File: src/rtl/cmdp_pkg.sv
package cmdp_pkg;

  localparam int WORD_W = 32;
  localparam int CNT_W  = 14;
  localparam int IDX_W  = 15;
  localparam int PAIR_W = 11;
  localparam int OPC_W  = 7;
  localparam int NUM_W  = CNT_W + 1;

  typedef enum logic [1:0] {
    PK_RUN  = 2'd0,
    PK_PAIR = 2'd1,
    PK_NOP  = 2'd2,
    PK_CMD  = 2'd3
  } pkind_e;

  typedef enum logic [2:0] {
    ST_HDR,
    ST_RUN,
    ST_PR_A,
    ST_PR_B,
    ST_PAY
  } pstate_e;

  typedef struct packed {
    pkind_e              kind;
    logic [CNT_W-1:0]    len_m1;
    logic [IDX_W-1:0]    base;
    logic                hold;
    logic [PAIR_W-1:0]   idx_a;
    logic [PAIR_W-1:0]   idx_b;
    logic [OPC_W-1:0]    opc;
    logic                pred;
  } hdr_t;

endpackage

File: src/rtl/cmdp_hdr_decode.sv
module cmdp_hdr_decode
  import cmdp_pkg::*;
(
  input  logic [WORD_W-1:0] word,
  output hdr_t              hdr
);

  always_comb begin
    hdr.kind   = pkind_e'(word[31:30]);
    hdr.len_m1 = word[29:16];
    hdr.hold   = word[15];
    hdr.base   = word[14:0];
    hdr.idx_a  = word[10:0];
    hdr.idx_b  = word[21:11];
    hdr.opc    = word[14:8];
    hdr.pred   = word[0];
  end

endmodule

File: src/rtl/cmdp_out_slot.sv
module cmdp_out_slot #(
  parameter int W = 32
) (
  input  logic         clk,
  input  logic         rst_n,
  input  logic         load,
  input  logic [W-1:0] din,
  input  logic         ready,
  output logic         valid,
  output logic [W-1:0] dout,
  output logic         free
);

  logic valid_d;

  always_comb begin
    valid_d = valid;
    if (load)       valid_d = 1'b1;
    else if (ready) valid_d = 1'b0;
  end

  always_ff @(posedge clk or negedge rst_n) begin
    if (!rst_n) valid <= 1'b0;
    else        valid <= valid_d;
  end

  always_ff @(posedge clk) begin
    if (load) dout <= din;
  end

  assign free = !valid || ready;


  stall_hold_chk: assert property (@(posedge clk) disable iff (!rst_n)
    (valid && !ready) |=> (valid && $stable(dout)));


  no_overwrite_chk: assert property (@(posedge clk) disable iff (!rst_n)
    !(load && valid && !ready));

endmodule

File: src/rtl/cmdp_seq.sv
module cmdp_seq
  import cmdp_pkg::*;
#(
  parameter logic [OPC_W-1:0]  SWAP_OPC = 7'h64,
  parameter int                SWAP_LEN = 4,
  parameter logic [WORD_W-1:0] SWAP_SIG = 32'h584E4558
) (
  input  logic              clk,
  input  logic              rst_n,
  input  logic              fire,
  input  logic [WORD_W-1:0] word,
  input  hdr_t              hdr,
  output logic              rw_emit,
  output logic [IDX_W-1:0]  rw_idx,
  output logic              cmd_emit,
  output logic              cmd_first,
  output logic [CNT_W-1:0]  cmd_pos,
  output logic              last_word,
  output logic              sig_bad
);

  localparam logic [CNT_W-1:0] SWAP_M1 = CNT_W'(SWAP_LEN - 1);

  pstate_e           st_q,   st_d;
  logic [CNT_W-1:0]  cnt_q,  cnt_d;
  logic [IDX_W-1:0]  idx_q,  idx_d;
  logic [PAIR_W-1:0] idxb_q, idxb_d;
  logic [CNT_W-1:0]  pos_q,  pos_d;
  logic              hold_q, hold_d;
  logic              swap_q, swap_d;

  always_comb begin
    st_d      = st_q;
    cnt_d     = cnt_q;
    idx_d     = idx_q;
    idxb_d    = idxb_q;
    pos_d     = pos_q;
    hold_d    = hold_q;
    swap_d    = swap_q;
    rw_emit   = 1'b0;
    rw_idx    = idx_q;
    cmd_emit  = 1'b0;
    cmd_first = 1'b0;
    cmd_pos   = pos_q;
    last_word = 1'b0;
    sig_bad   = 1'b0;
    if (fire) begin
      unique case (st_q)
        ST_HDR: begin
          unique case (hdr.kind)
            PK_RUN: begin
              st_d   = ST_RUN;
              cnt_d  = hdr.len_m1;
              idx_d  = hdr.base;
              hold_d = hdr.hold;
            end
            PK_PAIR: begin
              st_d   = ST_PR_A;
              idx_d  = IDX_W'(hdr.idx_a);
              idxb_d = hdr.idx_b;
            end
            PK_NOP: begin
              last_word = 1'b1;
            end
            PK_CMD: begin
              cmd_emit  = 1'b1;
              cmd_first = 1'b1;
              cmd_pos   = '0;
              st_d      = ST_PAY;
              cnt_d     = hdr.len_m1;
              pos_d     = '0;
              swap_d    = (hdr.opc == SWAP_OPC) && (hdr.len_m1 == SWAP_M1);
            end
            default: ;
          endcase
        end
        ST_RUN: begin
          rw_emit = 1'b1;
          if (!hold_q) idx_d = idx_q + 1'b1;
          if (cnt_q == '0) begin
            last_word = 1'b1;
            st_d      = ST_HDR;
          end else begin
            cnt_d = cnt_q - 1'b1;
          end
        end
        ST_PR_A: begin
          rw_emit = 1'b1;
          st_d    = ST_PR_B;
        end
        ST_PR_B: begin
          rw_emit   = 1'b1;
          rw_idx    = IDX_W'(idxb_q);
          last_word = 1'b1;
          st_d      = ST_HDR;
        end
        ST_PAY: begin
          cmd_emit = 1'b1;
          pos_d    = pos_q + 1'b1;
          sig_bad  = swap_q && (pos_q == '0) && (word != SWAP_SIG);
          if (cnt_q == '0) begin
            last_word = 1'b1;
            st_d      = ST_HDR;
          end else begin
            cnt_d = cnt_q - 1'b1;
          end
        end
        default: st_d = ST_HDR;
      endcase
    end
  end

  always_ff @(posedge clk or negedge rst_n) begin
    if (!rst_n) begin
      st_q   <= ST_HDR;
      cnt_q  <= '0;
      idx_q  <= '0;
      idxb_q <= '0;
      pos_q  <= '0;
      hold_q <= 1'b0;
      swap_q <= 1'b0;
    end else if (fire) begin
      st_q   <= st_d;
      cnt_q  <= cnt_d;
      idx_q  <= idx_d;
      idxb_q <= idxb_d;
      pos_q  <= pos_d;
      hold_q <= hold_d;
      swap_q <= swap_d;
    end
  end


  nop_stays_hdr_chk: assert property (@(posedge clk) disable iff (!rst_n)
    (st_q == ST_HDR && fire && hdr.kind == PK_NOP) |=> (st_q == ST_HDR));


  cmd_enters_pay_chk: assert property (@(posedge clk) disable iff (!rst_n)
    (st_q == ST_HDR && fire && hdr.kind == PK_CMD) |=> (st_q == ST_PAY));


  done_returns_hdr_chk: assert property (@(posedge clk) disable iff (!rst_n)
    last_word |=> (st_q == ST_HDR));


  hold_keeps_idx_chk: assert property (@(posedge clk) disable iff (!rst_n)
    (st_q == ST_RUN && hold_q && fire) |=> (idx_q == $past(idx_q)));

endmodule

File: src/rtl/cmdstream_parser.sv
module cmdstream_parser
  import cmdp_pkg::*;
#(
  parameter logic [6:0]  SWAP_OPC = 7'h64,
  parameter int          SWAP_LEN = 4,
  parameter logic [31:0] SWAP_SIG = 32'h584E4558
) (
  input  logic        clk,
  input  logic        rst_n,
  input  logic        in_valid,
  input  logic [31:0] in_word,
  output logic        in_ready,
  output logic        rw_valid,
  input  logic        rw_ready,
  output logic [14:0] rw_index,
  output logic [31:0] rw_data,
  output logic        cmd_valid,
  input  logic        cmd_ready,
  output logic        cmd_start,
  output logic [6:0]  cmd_opcode,
  output logic [14:0] cmd_count,
  output logic        cmd_pred,
  output logic [13:0] cmd_pos,
  output logic [31:0] cmd_data,
  output logic        pkt_done,
  output logic        sig_err
);

  localparam int RW_W  = IDX_W + WORD_W;
  localparam int CMD_W = 1 + OPC_W + NUM_W + 1 + CNT_W + WORD_W;

  hdr_t              hdr;
  logic              fire;
  logic              rw_free, cmd_free;
  logic              rw_emit, cmd_emit, cmd_first;
  logic [IDX_W-1:0]  seq_idx;
  logic [CNT_W-1:0]  seq_pos;
  logic [NUM_W-1:0]  len_p1;
  logic [RW_W-1:0]   rw_din,  rw_dout;
  logic [CMD_W-1:0]  cmd_din, cmd_dout;

  assign in_ready = rw_free && cmd_free;
  assign fire     = in_valid && in_ready;

  cmdp_hdr_decode u_dec (
    .word (in_word),
    .hdr  (hdr)
  );

  cmdp_seq #(
    .SWAP_OPC (SWAP_OPC),
    .SWAP_LEN (SWAP_LEN),
    .SWAP_SIG (SWAP_SIG)
  ) u_seq (
    .clk       (clk),
    .rst_n     (rst_n),
    .fire      (fire),
    .word      (in_word),
    .hdr       (hdr),
    .rw_emit   (rw_emit),
    .rw_idx    (seq_idx),
    .cmd_emit  (cmd_emit),
    .cmd_first (cmd_first),
    .cmd_pos   (seq_pos),
    .last_word (pkt_done),
    .sig_bad   (sig_err)
  );

  assign len_p1 = NUM_W'(hdr.len_m1) + 1'b1;
  assign rw_din = {seq_idx, in_word};

  always_comb begin
    if (cmd_first)
      cmd_din = {1'b1, hdr.opc, len_p1, hdr.pred, {CNT_W{1'b0}}, in_word};
    else
      cmd_din = {1'b0, {OPC_W{1'b0}}, {NUM_W{1'b0}}, 1'b0, seq_pos, in_word};
  end

  cmdp_out_slot #(.W(RW_W)) u_rw_slot (
    .clk   (clk),
    .rst_n (rst_n),
    .load  (rw_emit),
    .din   (rw_din),
    .ready (rw_ready),
    .valid (rw_valid),
    .dout  (rw_dout),
    .free  (rw_free)
  );

  cmdp_out_slot #(.W(CMD_W)) u_cmd_slot (
    .clk   (clk),
    .rst_n (rst_n),
    .load  (cmd_emit),
    .din   (cmd_din),
    .ready (cmd_ready),
    .valid (cmd_valid),
    .dout  (cmd_dout),
    .free  (cmd_free)
  );

  assign {rw_index, rw_data} = rw_dout;
  assign {cmd_start, cmd_opcode, cmd_count, cmd_pred, cmd_pos, cmd_data} = cmd_dout;


  rw_stall_blocks_in_chk: assert property (@(posedge clk) disable iff (!rst_n)
    (rw_valid && !rw_ready) |-> !fire);


  sig_err_on_accept_chk: assert property (@(posedge clk) disable iff (!rst_n)
    sig_err |-> (fire && !cmd_first && cmd_emit));

endmodule

File: config.mk
export PLATFORM = sky130hd
export DESIGN_NAME = cmdstream_parser
export DESIGN_NICKNAME = d
export VERILOG_FILES = /design/src/rtl/cmdp_pkg.sv /design/src/rtl/cmdp_hdr_decode.sv /design/src/rtl/cmdp_out_slot.sv /design/src/rtl/cmdp_seq.sv /design/src/rtl/cmdstream_parser.sv
export SDC_FILE = /design/constraint.sdc
export NUM_CORES = 1
export LEC_CHECK = 0
export BUFFER_PORTS_ARGS = -buffer_cell sky130_fd_sc_hd__buf_4
export CORE_ASPECT_RATIO = 0.75
export CORE_MARGIN = 2
export CORE_UTILIZATION = 45
export CTS_CLUSTER_SIZE = 30
export DETAILED_ROUTE_END_ITERATION = 8
export PLACE_DENSITY_LB_ADDON = 0.1
export RECOVER_POWER = 50
export SLEW_MARGIN = 20
export SYNTH_ARGS = -nofsm -noshare
export SYNTH_HDL_FRONTEND = slang
export SYNTH_SLANG_ARGS = --single-unit
File: constraint.sdc
create_clock -name clk -period 8.8 [get_ports clk]
set_input_delay 1.32 -clock clk [delete_from_list [all_inputs] [get_ports clk]]
set_output_delay 1.32 -clock clk [all_outputs]
set_load 0.05 [all_outputs]
Word-level counts from Yosys, hierarchy flattened
Cells that the tools add are included.
- flip-flop bits (word level): 178
- input bits: 37
- add/sub/neg operators: 4
- muxes and demuxes: 33
- eq/ne operators: 16
- reductions and logical operators: 28
- operator list (operator ; count):
    14-bit 2-to-1 mux ; 5
    70-bit 2-to-1 mux ; 1
    15-bit one-hot mux with 2 select lines ; 2
    14-bit one-hot mux with 2 select lines ; 2
    15-bit 2-to-1 mux ; 3
    32-bit by 31-bit != test with 1-bit output (second input constant) ; 1
    14-bit logical NOT ; 2
    3-bit one-hot mux with 3 select lines ; 2
    14-bit by 1-bit adder with 15-bit output (second input constant) ; 1
    15-bit by 1-bit adder with 15-bit output (second input constant) ; 1
    1-bit 2-to-1 mux ; 15
    14-bit by 1-bit adder with 14-bit output (second input constant) ; 1
    14-bit by 2-bit equality test with 1-bit output (second input constant) ; 1
    14-bit by 1-bit subtractor with 14-bit output (second input constant) ; 1
    3-bit AND reduction ; 4
    2-bit nonzero test ; 5
    4-bit AND reduction ; 2
    7-bit equality test (second input constant) ; 1
    3-bit by 2-bit equality test with 1-bit output (second input constant) ; 2
    2-bit != test (second input constant) ; 3
    1-bit logical AND ; 5
    2-bit equality test (second input constant) ; 2
    4-bit != test (second input constant) ; 1
    2-bit OR reduction ; 2
    14 further kinds ; 16

Longest topological paths before layout
Gate-level depths: netlist (run 1).
- word-level depth: 6
- depth in mapped cells: 8
- gate-level depth less buffers: 7

Hierarchy
Synthesis (run 1) repeated with hierarchy kept, for this count alone.
- cells, all modules: 725
- area total of the unflattened synthesis: 8583.2 sq um
- by module, submodules not included (module ; instances ; sequential area each (sq um) ; cells each ; area an instance (sq um)):
    cmdp_seq ; 1 ; 1476.4 ; 457 ; 4001.3
    cmdp_out_slot at u_cmd_slot ; 1 ; 2127.0 ; 73 ; 2149.6
    cmdp_out_slot at u_rw_slot ; 1 ; 1436.4 ; 50 ; 1458.9
    cmdstream_parser ; 1 ; 0.0 ; 83 ; 508.0
    cmdp_hdr_decode ; 1 ; 0.0 ; 62 ; 465.4

Worst setup path after synthesis (run 1)
OpenSTA, ideal clock, no wires.
- path type: input to register
- start: input port rw_ready
- end: register u_rw_slot.dout[0] (enable)
- arrival time: 5.111 ns
- required time: 8.290 ns
- setup slack: 3.180 ns
- stages: 4
- cells stage by stage: nand2b_1 > nand3_1 > buf_1 > nor3_1
- cells in the longest elaborated chain, start to end: 4
- ends and longest elaborated chain (item ; line ; source):
    start: declaration ; cmdstream_parser.sv:14 ; input logic rw_ready,
    1-bit logical OR ; cmdp_out_slot.sv:31 ; assign free = !valid || ready;
    1-bit logical AND ; cmdstream_parser.sv:42 ; assign in_ready = rw_free && cmd_free;
    1-bit logical AND ; cmdstream_parser.sv:43 ; assign fire = in_valid && in_ready;
    1-bit 2-to-1 mux ; cmdp_seq.sv:47 ; if (fire) begin
    named net rw_emit ; cmdstream_parser.sv:35 ; logic rw_emit, cmd_emit, cmd_first;
    end signal: assignment ; cmdp_out_slot.sv:28 ; if (load) dout <= din;
    end: declaration ; cmdp_out_slot.sv:10 ; output logic [W-1:0] dout,
The timed path passes the listed nets, and every way through them passes these cells.
A chain may end at the register's enable or synchronous reset.

Worst setup path after layout (run 1)
- start: input port in_word[10]
- end: output port sig_err
- cells in the longest elaborated chain, start to end: 4
- ends and longest elaborated chain (item ; line ; source):
    start: declaration ; cmdstream_parser.sv:11 ; input logic [31:0] in_word,
    32-bit by 31-bit != test with 1-bit output ; cmdp_seq.sv:100 ; sig_bad = swap_q && (pos_q == '0) && (word != SWAP_SIG);
    1-bit logical AND ; cmdp_seq.sv:100 ;
    1-bit 2-to-1 mux ; cmdp_seq.sv:48 ; unique case (st_q)
    1-bit 2-to-1 mux ; cmdp_seq.sv:47 ;
    end: declaration ; cmdstream_parser.sv:26 ; output logic sig_err
No other way between the ends.

==> results.json, run 1 <==
{
  "status": "finished with violations",
  "violations": "capacitance limit, slew limit",
  "ys.flop_type": "edfxtp_1",
  "synthMuxAreaShare": 0.0355,
  "clock_latency_ps": 430,
  "period_needed_ps": 4400,
  "ir_drop_uv": 159,
  "clk_pin_slew_worst_paths_ps": 60,
  "crit_path_start_kind": "input pin",
  "r2r_setup_slack_ps": 5380,
  "gp_congestion": 0.849,
  "crit_required_ps": 7480,
  "synth_seq_cells": 178,
  "rsz0062_at_grt": "no",
  "antenna_found_initial": 0,
  "avgRoutedWirePerCell_um": 20.4,
  "synth-seq-area-share": 0.649,
  "clockBufferDepth": 2,
  "synth_xor_area_frac": 0.0135,
  "hold_start": "u_seq.idxb_q[0]",
  "grt_pass1_vias": 5557,
  "p_per_area_nw_per_um2": 337,
  "viasPerCell": 5.74,
  "synth_compound_area_frac": 0.107,
  "worst_pin_slew_ps": 3600,
  "period_share": 0.501,
  "hold_buffers": 0,
  "die_height_um": 118,
  "ctsResizeCount": 0,
  "grtUsageTotal": 0.227,
  "worstPathMaxFanout": 5,
  "start_util": 0.460,
  "grt_pass1_wl_mm": 31.6,
  "synth_edf_count": 117,
  "dieArea_um2": 18300,
  "cp_data_arrival_time_ps": 3080,
  "num_vias": 5787,
  "cap_violations": 1,
  "drv_slew": 62,
  "ys_types": 61,
  "cp_slowest_cell": "nor4b_1",
  "fillers": 1524,
  "cts_tree": "built",
  "cts_buffers": 17,
  "setup_tns_ps": 0,
  "total_power_mw": 3.09,
  "design_area_um2": 9180,
  "min_to": "u_seq.idxb_q[0]",
  "first_pass_iters": 6,
  "dp_cells": 976,
  "synthArstFlopShare": 0.343,
  "power.leakage_nw": 3.32,
  "final_nets": 828,
  "num_rows": 41,
  "critical-path-top-delay-family": "simple AND/OR/NAND/NOR gates",
  "drtAntennaViolNets": 0,
  "coreArea_um2": 16900,
  "hold_depth": 2,
  "dpl_cell_area_um2": 9130,
  "crit_top_cell": "nor3_1",
  "pin_count": 159,
  "mostFrequentLayoutCell": "clkbuf_1",
  "area_growth_pct": 18.2,
  "synthAdderAreaFrac": 0.0177,
  "layout_common_cells": "147 x clkbuf_1, 117 x edfxtp_1, 61 x dfrtp_1, 48 x nor2_1, 46 x o21ai_0",
  "dp_hpwl_mm": 14.1,
  "grt_max_degree": 72,
  "critPathMaxStageDelay_ps": 560,
  "r2r-end": "u_cmd_slot.dout[19]",
  "synth.cell_area_um2": 7760,
  "rr_worst_depth": 5,
  "criticalPathCategory": "input pin to output pin",
  "worstPathCellList": "clkbuf_1, nor4b_1, nand3_1, nor3_1, nor3_1, buf_4",
  "setup.worst_path.end_class": "output pin",
  "drt_iter0_markers": 515,
  "drt-total-wl_mm": 20.6,
  "worst_clock_skew_ps": 6.06,
  "grt_overflow_total": 0,
  "antenna_cells": 0,
  "fin_cells": 1008,
  "dieWidth_um": 156,
  "synth-simple-area-share": 0.152,
  "drc": 0,
  "cts-root-buf": "clkbuf_16",
  "yosysWarnings": 0,
  "setup_violations": 0,
  "post_cts_buffers": 0,
  "relSlewSlack": -1.40,
  "hold_viol_final": 0,
  "cts.sinks": 178,
  "worst-path-buf-inv": 2,
  "hold_path_class": "flop to flop",
  "synth_top_family_by_area": "simple AND/OR/NAND/NOR gates",
  "syn_nets": 680,
  "avgSynthCellArea_um2": 12.3,
  "r2r-start": "u_seq.st_q[1]",
  "htreeDepth": 4,
  "drive_gt1_frac": 0.108,
  "port_buffers": 158,
  "synth_cells": 632,
  "clock.fmax_mhz": 227
}
[tightest hold or removal path, delay by kind of cell (launching register included)]
family | cells | cell delay (ps)
DFF | 1 | 350
AOI/OAI and AO/OA | 1 | 60
and+or+nand+nor | 1 | 50
[cell usage after synthesis, drive strengths merged, types with 2 or more instances]
master   number  area (µm²)
nor3         14        75.1
a31o          2        17.5
inv          16        60.1
xor2          8        70.1
mux2         20         225
nand2        45         169
o22a          2        17.5
nor4bb        2        20.0
o31ai         6        45.0
edfxtp      117        3510
o2bb2ai       5        43.8
nor4          8        65.1
a22oi         7        52.6
a31oi         8        50.1
nor2b         4        25.0
and4          9        78.8
xnor2         4        35.0
ha           11         138
nor2         49         186
o22ai         2        12.5
or2           3        18.8
or4           4        30.0
clkbuf       28         105
a21oi        42         210
buf           6        31.3
or3           2        12.5
and3         16         100
and2         17         106
o21ai        47         235
mux2i         5        50.1
nor3b         3        27.5
dfrtp        61        1530
a211oi        2        20.0
nand4        10        62.6
nor4b         5        43.8
nand3        21         105
a32oi         2        17.5
nand2b        5        31.3
[worst max path at each step]
stage                     start           endpoint  cells past startpoint
finish              in_word[10]            sig_err                      6
global route              rst_n    u_seq.pos_q[13]                      1
CTS                  in_word[9]            sig_err                      6
detailed placement   in_word[9]            sig_err                      6
global placement     in_word[9]            sig_err                      6
floorplan              rw_ready  u_rw_slot.dout[0]                      4
[power breakdown]
group          leakage, nW  internal [mW]  switching (mW)
clock                0.274          0.425           0.329
sequential            1.84           1.14           0.158
combinational         1.21          0.269           0.772
total                 3.32           1.83            1.26
[metal layers]
| layer | GRT usage | share of wire | vias to the layer above |
|---|---|---|---|
| met2 | 0.318 | 0.43 | 241 |
| met5 | 0 | 0 | - |
| met4 | 0.0763 | 0.019 | 0 |
| li1 | - | - | 2660 |
| met1 | 0.344 | 0.48 | 2856 |
| met3 | 0.0578 | 0.074 | 30 |
[kinds of logic (layout without fill, tap and decap cells)]
kind of cell | count (synthesis) | count (layout)
compound gates | 137 | 137
xor+xnor | 12 | 12
fa+ha+maj | 11 | 11
buf+inv | 50 | 211
flops | 178 | 178
mux | 25 | 25
simple gates | 219 | 219
[flip-flops by register name (all words and copies together) (netlist names)]
register / cells
u_cmd_slot.dout: 70
u_seq.cnt_q: 14
u_seq.idxb_q: 11
u_seq.hold_q: 1
u_seq.pos_q: 14
u_cmd_slot.valid: 1
u_seq.idx_q: 15
u_rw_slot.dout: 47
u_seq.swap_q: 1
u_rw_slot.valid: 1
u_seq.st_q: 3
[per-stage QoR]
| step | utilization | hold WS (ps) | worst slack (ps) |
|---|---|---|---|
| finish | 0.544 | 492 | 4400 |
| global placement | 0.541 | 465 | 4530 |
| detailed placement | 0.541 | 472 | 4590 |
| floorplan | - | 444 | 3180 |
| CTS | 0.576 | 486 | 4570 |
| global route | 0.544 | 521 | 3890 |
[layout make-up]
class	instances	area, µm²	share of cell area
clock inverter	12	146	0.0160
multi-input combinational	404	2540	0.277
timing repair buffer	163	683	0.0745
inverter	16	61.3	0.00668
sequential	178	5040	0.549
tap	215	269	0.0293
clock buffer	20	437	0.0476
No activity file was read; power rests on OpenSTA's default activity.
==> inputs of run 2 (changes only) <==
clock period = 4.1 ns   (was 8.8 ns; I/O delays follow)
==> results.json, run 2 (same netlist as run 1, synthesis figures left out) <==
{
  "setup.worst_path.end_class": "output pin",
  "violations": "capacitance limit, slew limit",
  "cp_slowest_cell": "or4b_4",
  "clock.fmax_mhz": 296,
  "hold_buffers": 0,
  "worst_clock_skew_ps": 8.47,
  "worstPathCellList": "inv_1, ha_1, or4b_4, nor4_4, a31oi_1, a21oi_1, buf_4",
  "clock_latency_ps": 430,
  "grt_pass1_vias": 5571,
  "grt_overflow_total": 0,
  "coreArea_um2": 16900,
  "gp_congestion": 0.865,
  "cts_buffers": 17,
  "layout_common_cells": "145 x clkbuf_1, 117 x edfxtp_1, 61 x dfrtp_1, 48 x nor2_1, 46 x o21ai_0",
  "clkPwrFrac": 0.241,
  "fin_cells": 1010,
  "drt-total-wl_mm": 20.4,
  "final_nets": 830,
  "worst-path-buf-inv": 2,
  "p_seq_frac": 0.421,
  "critPathMaxStageDelay_ps": 520,
  "power.leakage_nw": 3.34,
  "relSlewSlack": -0.110,
  "p_comb_frac": 0.338,
  "dieWidth_um": 156,
  "cts-root-buf": "clkbuf_16",
  "mostFrequentLayoutCell": "clkbuf_1",
  "dieArea_um2": 18300,
  "period_share": 0.825,
  "regMostFlops": "u_cmd_slot.dout",
  "dp_cells": 978,
  "drtAntennaViolNets": 0,
  "worst_pin_slew_ps": 1660,
  "cts.sinks": 178,
  "intPower_mw": 3.89,
  "hold_viol_final": 0,
  "htreeDepth": 4,
  "crit_path_start_kind": "flop",
  "dp_hpwl_mm": 14.1,
  "criticalPathCategory": "flop to output pin",
  "ctsResizeCount": 0,
  "grtUsageTotal": 0.228,
  "drc": 0,
  "status": "finished with violations",
  "viasPerCell": 5.76,
  "drive_gt1_frac": 0.111,
  "start_util": 0.460,
  "die_height_um": 118,
  "grt_pass1_wl_mm": 31.6,
  "num_vias": 5817,
  "netSwitchingFraction": 0.413,
  "setup_violations": 0,
  "largest_register_ffs": 70,
  "setup_tns_ps": 0,
  "antenna_cells": 0,
  "period_needed_ps": 3380,
  "num_rows": 41,
  "clockBufferDepth": 2,
  "netSwitchingPower_mw": 2.74,
  "crit_required_ps": 3480,
  "drv_slew": 62,
  "critical-path-top-delay-family": "simple AND/OR/NAND/NOR gates",
  "area_growth_pct": 18.5,
  "hold_path_class": "input pin to flop",
  "drt_iter0_markers": 536,
  "ir_drop_uv": 347,
  "port_buffers": 158,
  "rsz0062_at_grt": "no",
  "reg_top3": "u_cmd_slot.dout (70), u_rw_slot.dout (47), u_seq.idx_q (15)",
  "first_pass_iters": 5,
  "clk_pin_slew_worst_paths_ps": 70,
  "cp_data_arrival_time_ps": 2770,
  "antenna_found_initial": 0,
  "grt_max_degree": 62,
  "p_per_area_nw_per_um2": 720,
  "post_cts_buffers": 0,
  "cts_tree": "built",
  "worstPathMaxFanout": 5,
  "avgRoutedWirePerCell_um": 20.2,
  "hold_ws_ps": 454,
  "fin_util": 0.545,
  "cap_violations": 1,
  "pin_count": 159
}
==> run 2: path summary, 6_finish.rpt <==
kind | start | end | slack (ps) | depth (start not counted)
max | u_seq.cnt_q[0] | pkt_done | 720 | 7
min reg2reg | u_seq.idxb_q[5] | u_seq.idxb_q[5] | 510 | 2
max reg2reg | u_seq.st_q[1] | u_seq.swap_q | 950 | 5
min | in_word[4] | u_rw_slot.dout[4] | 450 | 1
max in group asynchronous | rst_n | u_seq.cnt_q[10] | 2500 | 1
min in group asynchronous | rst_n | u_seq.idxb_q[4] | 600 | 1
==> run 2: per-stage QoR <==
step / cell area (µm²) / total power [mW] / setup slack (ps)
4_1_cts: 9740 / 6.81 / 710
3_3_place_gp: 9160 / 5.15 / 1100
5_1_grt: 9200 / 6.97 / 552
6_report: 9200 / 6.62 / 716
3_5_place_dp: 9160 / 5.22 / 863
2_1_floorplan: 7770 / 4.47 / 651
==> run 2: routing by layer <==
layer / global-route usage / up-vias / share of wire
met2: 0.321 / 280 / 0.43
met3: 0.0611 / 42 / 0.081
met4: 0.0906 / 0 / 0.023
met1: 0.337 / 2836 / 0.47
li1: - / 2659 / -
met5: 0 / - / 0
==> run 2: power by group through the flow <==
stage	combinational [mW]	sequential (mW)	clock (mW)
global placement	2.36	2.79	0
CTS	2.41	2.78	1.62
global route	2.43	2.84	1.70
floorplan	1.10	3.37	0
detailed placement	2.40	2.81	0
finish	2.24	2.79	1.60
==> run 2: area by class of cell <==
| cell class | count | area (µm²) |
|---|---|---|
| repair buffers | 165 | 708 |
| fillers | 1520 | 7680 |
| multi-input cells | 404 | 2540 |
| clock inverters | 14 | 149 |
| well taps | 215 | 269 |
| flip-flops and latches | 178 | 5040 |
| clock buffers | 18 | 429 |
| inverters | 16 | 61.3 |
==> inputs of run 3 (changes only) <==
clock period = 3.52 ns   (was 4.1 ns; I/O delays follow)
==> results.json, run 3 (same netlist as run 1, synthesis figures left out) <==
{
  "htreeDepth": 4,
  "netSwitchingPower_mw": 3.18,
  "post_cts_buffers": 0,
  "num_vias": 5801,
  "avgRoutedWirePerCell_um": 20.4,
  "layout_common_cells": "146 x clkbuf_1, 117 x edfxtp_1, 61 x dfrtp_1, 48 x nor2_1, 46 x o21ai_0",
  "worst_clock_skew_ps": 10.4,
  "area_growth_pct": 18.6,
  "coreArea_um2": 16900,
  "min_to": "u_rw_slot.dout[5]",
  "grt_overflow_total": 0,
  "crit_path_start_kind": "flop",
  "die_height_um": 118,
  "dieArea_um2": 18300,
  "p_comb_frac": 0.342,
  "r2r-end": "u_cmd_slot.dout[53]",
  "cp_data_arrival_time_ps": 2580,
  "gp_congestion": 0.845,
  "clk_pin_slew_worst_paths_ps": 70,
  "worst_pin_slew_ps": 1670,
  "num_rows": 41,
  "intPower_mw": 4.56,
  "relSlewSlack": -0.114,
  "p_per_area_nw_per_um2": 840,
  "setup.worst_path.end_class": "output pin",
  "antenna_found_initial": 0,
  "hold_depth": 1,
  "first_pass_iters": 5,
  "dpl_cell_area_um2": 9190,
  "dieWidth_um": 156,
  "antenna_cells": 0,
  "clock_latency_ps": 440,
  "power.leakage_nw": 3.34,
  "drt_iter0_markers": 575,
  "setup_tns_ps": 0,
  "viasPerCell": 5.73,
  "reg_top3": "u_cmd_slot.dout (70), u_rw_slot.dout (47), u_seq.idx_q (15)",
  "start_util": 0.460,
  "hold_path_class": "input pin to flop",
  "port_buffers": 158,
  "grtUsageTotal": 0.228,
  "pin_count": 159,
  "critPathLaunch": "u_seq.cnt_q[0]",
  "largest_register_ffs": 70,
  "hold_viol_final": 0,
  "r2r-start": "u_seq.st_q[1]",
  "dp_hpwl_mm": 14.1,
  "crit_required_ps": 2990,
  "regMostFlops": "u_cmd_slot.dout",
  "grt_max_degree": 72,
  "drive_gt1_frac": 0.113,
  "p_seq_frac": 0.420,
  "rr_worst_depth": 6,
  "hold_ws_ps": 390,
  "fillers": 1559,
  "setup_violations": 0,
  "ir_drop_uv": 360,
  "cap_violations": 1,
  "cts_tree": "built",
  "cts-root-buf": "clkbuf_16",
  "design_area_um2": 9200,
  "status": "finished with violations",
  "r2r_setup_slack_ps": 840,
  "worstPathMaxFanout": 5,
  "period_share": 0.882,
  "grt_pass1_wl_mm": 31.6,
  "drc": 0,
  "grt_pass1_vias": 5499,
  "cts.sinks": 178,
  "ctsResizeCount": 0,
  "period_needed_ps": 3100,
  "final_nets": 833,
  "criticalPathCategory": "flop to output pin",
  "clock.fmax_mhz": 322,
  "violations": "capacitance limit, slew limit",
  "rsz0062_at_grt": "no",
  "drtAntennaViolNets": 0,
  "fin_util": 0.545,
  "cts_buffers": 17,
  "drv_slew": 62,
  "clockBufferDepth": 2,
  "netSwitchingFraction": 0.411,
  "mostFrequentLayoutCell": "clkbuf_1",
  "hold_buffers": 0,
  "clkPwrFrac": 0.238,
  "drt-total-wl_mm": 20.7,
  "hold_start": "in_word[5]",
  "total_power_mw": 7.73
}
==> run 3: final cells by class <==
| type | instances | area, µm² | share of cell area |
|---|---|---|---|
| clock buffers | 19 | 443 | 0.0481 |
| flip-flops and latches | 178 | 5040 | 0.548 |
| multi-input cells | 404 | 2540 | 0.276 |
| repair buffers | 168 | 727 | 0.0790 |
| clock inverters | 13 | 121 | 0.0132 |
| well taps | 215 | 269 | 0.0292 |
| inverters | 16 | 61.3 | 0.00666 |
==> run 3: critical path: stages (launching register included) <==
cell     delay, ps
dfrtp_1        390
inv_1           80
ha_1           180
or4b_4         510
nor4_4         400
a31oi_1        130
a21oi_1        210
buf_4          230
==> run 3: through the flow <==
step	std cells	setup WS [ps]
after floorplan	632	73.1
after global placement	981	862
after detailed placement	981	784
after CTS	1013	389
after global routing	1013	238
final	1013	415
==> run 3: routing by layer <==
| metal | vias to the layer above | global-route usage | share of wire |
|---|---|---|---|
| li1 | 2663 | - | - |
| met2 | 207 | 0.336 | 0.44 |
| met4 | 0 | 0.0659 | 0.013 |
| met1 | 2904 | 0.336 | 0.48 |
| met3 | 27 | 0.0571 | 0.071 |
| met5 | - | 0 | 0 |
==> run 3: how the worst max path moves through the flow <==
| stage | end | slack, ps | depth (start not counted) |
|---|---|---|---|
| 2_1_floorplan | u_rw_slot.dout[0] | 70 | 4 |
| 3_3_place_gp | u_cmd_slot.dout[47] | 860 | 7 |
| 3_5_place_dp | u_cmd_slot.dout[17] | 780 | 7 |
| 4_1_cts | pkt_done | 390 | 7 |
| 5_1_grt | pkt_done | 240 | 7 |
| 6_report | pkt_done | 420 | 7 |
==> run 3: power by group through the flow <==
stage               sequential, mW  clock, mW  combinational [mW]
finish                        3.25       1.84                2.64
detailed placement            3.28          0                2.84
global placement              3.25          0                2.80
floorplan                     3.92          0                1.29
CTS                           3.24       1.87                2.85
global route                  3.30       1.97                2.87
